File: config.mk
export PLATFORM = sky130hd
export DESIGN_NAME = frame_seq
export DESIGN_NICKNAME = d
export VERILOG_FILES = /design/src/rtl/fsq_pkg.sv /design/src/rtl/fsq_trig_filter.sv /design/src/rtl/fsq_step_timer.sv /design/src/rtl/frame_seq.sv
export SDC_FILE = /design/constraint.sdc
export NUM_CORES = 1
export LEC_CHECK = 0
export BUFFER_PORTS_ARGS = -buffer_cell sky130_fd_sc_hd__buf_4
export CAP_MARGIN = 20
export CORE_ASPECT_RATIO = 0.8
export CORE_MARGIN = 5
export CORE_UTILIZATION = 35
export DETAILED_ROUTE_END_ITERATION = 8
export SLEW_MARGIN = 20
export SYNTH_ARGS = -nofsm -noshare
export SYNTH_HDL_FRONTEND = slang
export SYNTH_SLANG_ARGS = --single-unit
File: constraint.sdc
create_clock -name clk -period 7 [get_ports clk]
set_clock_uncertainty 0.05 [all_clocks]
set_input_delay 1.05 -clock clk [delete_from_list [all_inputs] [get_ports clk]]
set_output_delay 1.05 -clock clk [all_outputs]
set_load 0.05 [all_outputs]
File: src/rtl/fsq_pkg.sv
package fsq_pkg;

    typedef enum logic [2:0] {
        ST_DUMMY_WAIT,
        ST_DUMMY_PRE,
        ST_EXPOSE,
        ST_PULSE,
        ST_READ
    } seq_state_t;

    localparam logic [2:0] MODE_FREE     = 3'b000;
    localparam logic [2:0] MODE_TRIG     = 3'b001;
    localparam logic [2:0] MODE_TRIG_NR  = 3'b010;
    localparam logic [2:0] MODE_PULSE    = 3'b011;

endpackage

File: src/rtl/fsq_trig_filter.sv
// Source select, polarity, two-flop synchronizer and minimum-width filter.
module fsq_trig_filter #(
    parameter int MIN_PULSE = 50
) (
    input  logic clk,
    input  logic rst_n,
    input  logic src_a,
    input  logic src_b,
    input  logic src_sel,
    input  logic invert,
    output logic level,
    output logic rise,
    output logic fall
);
    localparam int CW = $clog2(MIN_PULSE + 1);
    localparam logic [CW-1:0] CNT_LAST = CW'(MIN_PULSE - 1);

    logic       raw_in;
    logic [1:0] sync_q;
    logic [CW-1:0] cnt_q;
    logic       flip;

    assign raw_in = (src_sel ? src_b : src_a) ^ invert;
    assign flip   = (sync_q[1] != level) && (cnt_q == CNT_LAST);
    assign rise   = flip && sync_q[1];
    assign fall   = flip && !sync_q[1];

    always_ff @(posedge clk or negedge rst_n) begin
        if (!rst_n) begin
            sync_q <= '0;
            cnt_q  <= '0;
            level  <= 1'b0;
        end else begin
            sync_q <= {sync_q[0], raw_in};
            if (flip) begin
                level <= sync_q[1];
                cnt_q <= '0;
            end else if (sync_q[1] != level) begin
                cnt_q <= cnt_q + 1'b1;
            end else begin
                cnt_q <= '0;
            end
        end
    end
endmodule

File: src/rtl/fsq_step_timer.sv
// Counts a number of steps, each TICK_DIV clock cycles long.
module fsq_step_timer #(
    parameter int TICK_DIV = 500
) (
    input  logic        clk,
    input  logic        rst_n,
    input  logic        start,
    input  logic [15:0] steps,
    output logic        done
);
    localparam int PW = $clog2(TICK_DIV + 1);
    localparam logic [PW-1:0] PRE_LAST = PW'(TICK_DIV - 1);

    logic          busy_q;
    logic [PW-1:0] pre_q;
    logic [15:0]   rem_q;

    assign done = busy_q && (pre_q == '0) && (rem_q == 16'd1);

    always_ff @(posedge clk or negedge rst_n) begin
        if (!rst_n) begin
            busy_q <= 1'b0;
            pre_q  <= '0;
            rem_q  <= '0;
        end else if (start) begin
            busy_q <= (steps != 16'd0);
            pre_q  <= PRE_LAST;
            rem_q  <= steps;
        end else if (busy_q) begin
            if (pre_q == '0) begin
                pre_q <= PRE_LAST;
                if (rem_q == 16'd1) begin
                    busy_q <= 1'b0;
                end
                rem_q <= rem_q - 16'd1;
            end else begin
                pre_q <= pre_q - 1'b1;
            end
        end
    end
endmodule

File: src/rtl/frame_seq.sv
module frame_seq
    import fsq_pkg::*;
#(
    parameter int LINES     = 1184,
    parameter int TICK_DIV  = 500,
    parameter int MIN_PULSE = 50,
    localparam int LW       = (LINES > 1) ? $clog2(LINES) : 1
) (
    input  logic          clk,
    input  logic          rst_n,
    input  logic [2:0]    mode_sel,
    input  logic          trig_src_sel,
    input  logic          trig_fall_edge,
    input  logic          shut_inv,
    input  logic [15:0]   shutter_time,
    input  logic          trig_a,
    input  logic          trig_b,
    input  logic          line_done,
    output logic          line_req,
    output logic [LW-1:0] line_addr,
    output logic          line_valid,
    output logic          frame_valid,
    output logic          shutter_out,
    output logic          wait_trig
);
    localparam logic [LW-1:0] LAST_LINE = LW'(LINES - 1);

    seq_state_t st_q, st_d;
    logic [LW-1:0] addr_q;
    logic trg_lvl, trg_rise, trg_fall;
    logic exp_start, exp_done;
    logic frame_end, shut_nz, shut_act;
    logic is_free, is_trig, is_trig_nr, is_pulse;

    assign is_free    = (mode_sel == MODE_FREE);
    assign is_trig    = (mode_sel == MODE_TRIG);
    assign is_trig_nr = (mode_sel == MODE_TRIG_NR);
    assign is_pulse   = (mode_sel == MODE_PULSE);
    assign shut_nz    = (shutter_time != 16'd0);
    assign frame_end  = line_done && (addr_q == LAST_LINE);
    assign exp_start  = (st_d == ST_EXPOSE) && (st_q != ST_EXPOSE);

    fsq_trig_filter #(.MIN_PULSE(MIN_PULSE)) u_filt (
        .clk     (clk),
        .rst_n   (rst_n),
        .src_a   (trig_a),
        .src_b   (trig_b),
        .src_sel (trig_src_sel),
        .invert  (trig_fall_edge),
        .level   (trg_lvl),
        .rise    (trg_rise),
        .fall    (trg_fall)
    );

    fsq_step_timer #(.TICK_DIV(TICK_DIV)) u_timer (
        .clk   (clk),
        .rst_n (rst_n),
        .start (exp_start),
        .steps (shutter_time),
        .done  (exp_done)
    );

    // Next-state decision
    always_comb begin
        st_d = st_q;
        unique case (st_q)
            ST_DUMMY_WAIT: begin
                if (trg_rise && is_trig)
                    st_d = ST_DUMMY_PRE;
                else if (trg_rise && is_trig_nr)
                    st_d = shut_nz ? ST_EXPOSE : ST_READ;
                else if (trg_rise && is_pulse)
                    st_d = ST_PULSE;
                else if (frame_end && is_free)
                    st_d = shut_nz ? ST_EXPOSE : ST_READ;
            end
            ST_DUMMY_PRE: if (frame_end) st_d = shut_nz ? ST_EXPOSE : ST_READ;
            ST_EXPOSE:    if (exp_done)  st_d = ST_READ;
            ST_PULSE:     if (trg_fall)  st_d = ST_READ;
            ST_READ: begin
                if (frame_end)
                    st_d = is_free ? (shut_nz ? ST_EXPOSE : ST_READ) : ST_DUMMY_WAIT;
            end
            default:      st_d = ST_DUMMY_WAIT;
        endcase
    end

    // State register and line pointer
    always_ff @(posedge clk or negedge rst_n) begin
        if (!rst_n) begin
            st_q   <= ST_DUMMY_WAIT;
            addr_q <= '0;
        end else begin
            st_q <= st_d;
            if (st_d != st_q)
                addr_q <= '0;
            else if (line_req && line_done)
                addr_q <= (addr_q == LAST_LINE) ? '0 : addr_q + 1'b1;
        end
    end

    // Outputs decoded from the state
    always_comb begin
        line_req    = 1'b0;
        frame_valid = 1'b0;
        shut_act    = 1'b0;
        wait_trig   = 1'b0;
        unique case (st_q)
            ST_DUMMY_WAIT: begin
                line_req  = 1'b1;
                wait_trig = is_trig || is_trig_nr || is_pulse;
            end
            ST_DUMMY_PRE:  line_req = 1'b1;
            ST_EXPOSE:     shut_act = 1'b1;
            ST_PULSE:      shut_act = 1'b1;
            ST_READ: begin
                line_req    = 1'b1;
                frame_valid = 1'b1;
            end
            default: ;
        endcase
        line_valid  = frame_valid && line_done;
        shutter_out = shut_act ^ shut_inv;
    end

    assign line_addr = addr_q;

endmodule

==> Implementation_results.wiki <==
{| class="wikitable"
! Metric !! Value
|-
| Data arrival time at the worst-slack endpoint || 3380 ps
|-
| Worst R2R Setup Slack || 3830 ps
|-
| Critical path class || in -> reg
|-
| Count of clock tree sinks || 49
|-
| Clock transition at the register clock pins on the worst setup and hold paths after CTS || 100 ps
|-
| Result of the run || complete, no violations
|-
| Wirelength per Cell || 14.4 µm
|-
| Number of nets in the synthesized netlist || 353
|-
| Number of iterations in the first detailed-routing pass || 4
|-
| Top achievable clock speed || 0.310 GHz
|-
| Floorplan row count || 30
|-
| Clock tree from TritonCTS || done
|-
| Count of nets after finishing || 392
|-
| Number of ports placed on the die boundary || 43
|-
| Tightest Pin Transition || 836 ps
|-
| Number of enable-type register cells in the synthesized netlist || 0
|-
| Placed wire-length estimate || 4960 µm
|-
| Peak supply drop || 0.202 mV
|-
| Slew Limit Fails || 0
|-
| Post-cts sizing count || 0
|-
| Clock root buffer || sky130_fd_sc_hd__clkbuf_8
|-
| Global-route wire length before repair || 11700 µm
|-
| H-tree level count || 2
|-
| Antenna violations before repair || 0
|-
| Count of max-cap constraint violations || 0
|-
| Sum of overflow across all layers after global routing || 0
|-
| Die Wd || 114 µm
|-
| Total Routed Length || 6790 µm
|-
| Overall die area || 0.0107 mm²
|-
| Placeable Area || 0.00848 mm²
|-
| Drc violations || 0
|-
| Diodes inserted || 0
|-
| Via count of the routed design || 2467
|-
| Detailed-routing wirelength on met1 || 3240 µm
|-
| Share of final-layout standard cells stronger than drive strength 1 || 21.4%
|-
| Wire length on met2 || 3180 µm
|-
| Sequential cell area fraction in the yosys report || 40.3%
|-
| Detailed-route vias per instance || 5.24
|-
| Area of combinational cells with multiple inputs || 0.00170 mm²
|-
| CP Cell Sequence || buf_4, nor4_1, nand4_1, a211o_1, nand3_1, a21o_1, buf_16, mux2_4
|-
| Share of async-settable or async-resettable flops after synthesis || 100%
|-
| Final worst path period share || 46.1%
|-
| Top layer reached by signal wires || met4
|-
| Post-Synthesis Cell Area || 0.00304 mm²
|-
| Capturing element type of the critical path || flip-flop
|-
| Final critical delay including setup and external delays || 3220 ps
|-
| Kind of start point of the critical path || input pin
|-
| Slowest cell on crit path || sky130_fd_sc_hd__nor4_1
|-
| Number of CTS-inserted buffers || 5
|-
| Critical Path Max Stage Delay || 500 ps
|-
| Top cell type by total area after synthesis || sky130_fd_sc_hd__dfrtp_1
|-
| Routed length on met3 || 311 µm
|-
| Final setup violation count || 0
|-
| Insertion delay of the later-clocked pin in the worst-skew pair || 310 ps
|-
| Overall global routing resource usage || 13.3%
|-
| Number of setup buffers added after CTS || 0
|-
| Pin count of the biggest net entering global routing || 50
|-
| Flops & latches, synth || 49
|-
| Leakage || 1.64 nW
|-
| Setup TNS || 0 ps
|-
| Max_slew headroom || 43.5%
|-
| Data required time of the worst path || 7160 ps
|-
| Height of the die || 93.4 µm
|-
| Number of distinct library cells after synthesis || 53
|-
| Starting density of the core || 35.9%
|-
| Crit-path max FO || 17
|-
| Hold Vio Cnt, Final || 0
|-
| RSZ-0062 raised after global routing || no
|-
| IO Port Bufs || 42
|-
| Final ANT Viol Nets || 0
|-
| Growth of design area from synthesis to finish || 16.8%
|-
| Top cell type's share of synthesized area || 40.3%
|-
| Hold-fix buffers, CTS || 0
|-
| Path type of the worst min-delay path || reg -> reg
|-
| Average instance area after synthesis || 9.54 µm²
|-
| Synth Flop Type || sky130_fd_sc_hd__dfrtp_1
|-
| Placer Congestion || 0.778
|-
| Synth area leaders || sky130_fd_sc_hd__dfrtp_1, sky130_fd_sc_hd__xnor2_1, sky130_fd_sc_hd__mux2_4, sky130_fd_sc_hd__nor3_1, sky130_fd_sc_hd__nand2_1
|-
| Filler cell count in the final layout || 870
|-
| Area of all sequential standard cells || 0.00123 mm²
|-
| Number of standard cells after synthesis || 319
|-
| Yosys warns || 0
|-
| Detailed Route Iter0 Violations || 179
|-
| Total power per unit cell area || 184 mW/mm²
|-
| Vias in the first global route || 2426
|-
| Final worst hold slack || 329 ps
|-
| Max clock buf depth || 2
|}
path summary, 6_finish.rpt:
| kind | start | cells past startpoint | to |
|---|---|---|---|
| setup reg to reg | u_filt.cnt_q[1] | 9 | u_timer.rem_q[6] |
| min in group asynchronous | rst_n | 1 | u_timer.pre_q[8] |
| hold / removal | u_filt.sync_q[0] | 0 | u_filt.sync_q[1] |
| max in group asynchronous | rst_n | 1 | line_addr[6] |
| hold reg to reg | u_filt.sync_q[0] | 0 | u_filt.sync_q[1] |
| setup / recovery | shutter_time[9] | 8 | u_timer.rem_q[6] |
critical path: cells and delay by family:
kind | cells | cell delay [ps]
compound gates | 2 | 800
buf+inv | 2 | 330
mux | 1 | 310
simple gates | 3 | 880
cells by family (layout without fill, tap and decap cells):
logic type | after synthesis | after routing | synth area share (%)
AO/OA/AOI/OAI | 43 | 43 | 9.29
XOR/XNOR | 30 | 30 | 8.63
adder cells (fa/ha/maj) | 7 | 7 | 2.88
buffers and inverters | 23 | 63 | 3.91
flip-flops | 49 | 49 | 40.3
multiplexers | 18 | 18 | 7.85
AND/OR/NAND/NOR | 149 | 149 | 27.1
cells in the mapped netlist (3+ instances only):
master / instances
sky130_fd_sc_hd__xnor2_1: 18
sky130_fd_sc_hd__nor2_1: 26
sky130_fd_sc_hd__a21oi_1: 11
sky130_fd_sc_hd__and3_1: 5
sky130_fd_sc_hd__dfrtp_1: 49
sky130_fd_sc_hd__nand2_1: 29
sky130_fd_sc_hd__nand3_1: 11
sky130_fd_sc_hd__a21o_1: 4
sky130_fd_sc_hd__nor2b_1: 3
sky130_fd_sc_hd__and2_1: 3
sky130_fd_sc_hd__mux2_2: 6
sky130_fd_sc_hd__nor3b_1: 3
sky130_fd_sc_hd__nand4_1: 8
sky130_fd_sc_hd__ha_1: 7
sky130_fd_sc_hd__o21ai_0: 9
sky130_fd_sc_hd__mux2_4: 10
sky130_fd_sc_hd__and4_1: 3
sky130_fd_sc_hd__xor2_1: 12
sky130_fd_sc_hd__inv_1: 12
sky130_fd_sc_hd__or4_1: 4
sky130_fd_sc_hd__o31ai_1: 3
sky130_fd_sc_hd__nand2b_1: 6
sky130_fd_sc_hd__clkbuf_1: 7
sky130_fd_sc_hd__nor4_1: 9
sky130_fd_sc_hd__nor3_1: 26
registers in the layout (all words and copies together) (netlist names):
signal / flops
line_addr: 11
u_filt.level: 1
u_timer.busy_q: 1
u_timer.rem_q: 16
st_q: 3
u_filt.sync_q: 2
u_timer.pre_q: 9
u_filt.cnt_q: 6
area by class of cell:
class | count | area share (%)
clock buffer | 6 | 2.32
clock inverter | 2 | 0.387
inverter | 12 | 1.27
multi-input combinational | 247 | 47.9
sequential | 49 | 34.5
tap | 112 | 3.94
timing repair buffer | 43 | 9.64
metrics by stage:
stage | utilization [%] | instance area, µm² | power, mW | instances | setup WS [ps]
global route | 41.9 | 3550 | 0.693 | 471 | 3500
floorplan | - | 3040 | 0.423 | 319 | 3670
global placement | 40.4 | 3420 | 0.479 | 462 | 3130
CTS | 41.5 | 3520 | 0.664 | 470 | 3500
detailed placement | 40.4 | 3420 | 0.481 | 462 | 3170
finish | 41.9 | 3550 | 0.655 | 471 | 3780
cells in the final DEF (no fill, tap or decap), drive strengths merged, types with 2 or more instances in the layout:
cell,count
a211oi,2
a21o,4
a21oi,11
a31oi,2
a41oi,2
and2,3
and3,5
and4,3
and4bb,2
buf,43
clkbuf,6
clkinv,2
dfrtp,49
ha,7
inv,12
mux2,17
nand2,29
nand2b,6
nand3,11
nand4,8
nor2,26
nor2b,3
nor3,27
nor3b,3
nor4,11
nor4bb,2
o21ai,10
o31ai,3
or2,2
or4,4
or4b,2
xnor2,18
xor2,12
metal layers:
| layer | up-vias | track usage, % |
|---|---|---|
| li1 | 1222 | - |
| met1 | 1193 | 18.5 |
| met2 | 47 | 21.2 |
| met3 | 5 | 2.59 |
| met4 | 0 | 3.56 |
| met5 | - | 0 |
report_power, final:
group	total, mW	switching, mW	internal, mW	leakage [nW]
sequential	0.325	0.0228	0.302	0.628
combinational	0.148	0.0947	0.0537	0.964
clock	0.182	0.101	0.0804	0.0512
total	0.655	0.219	0.436	1.64
(Power assumes the default switching activity.)
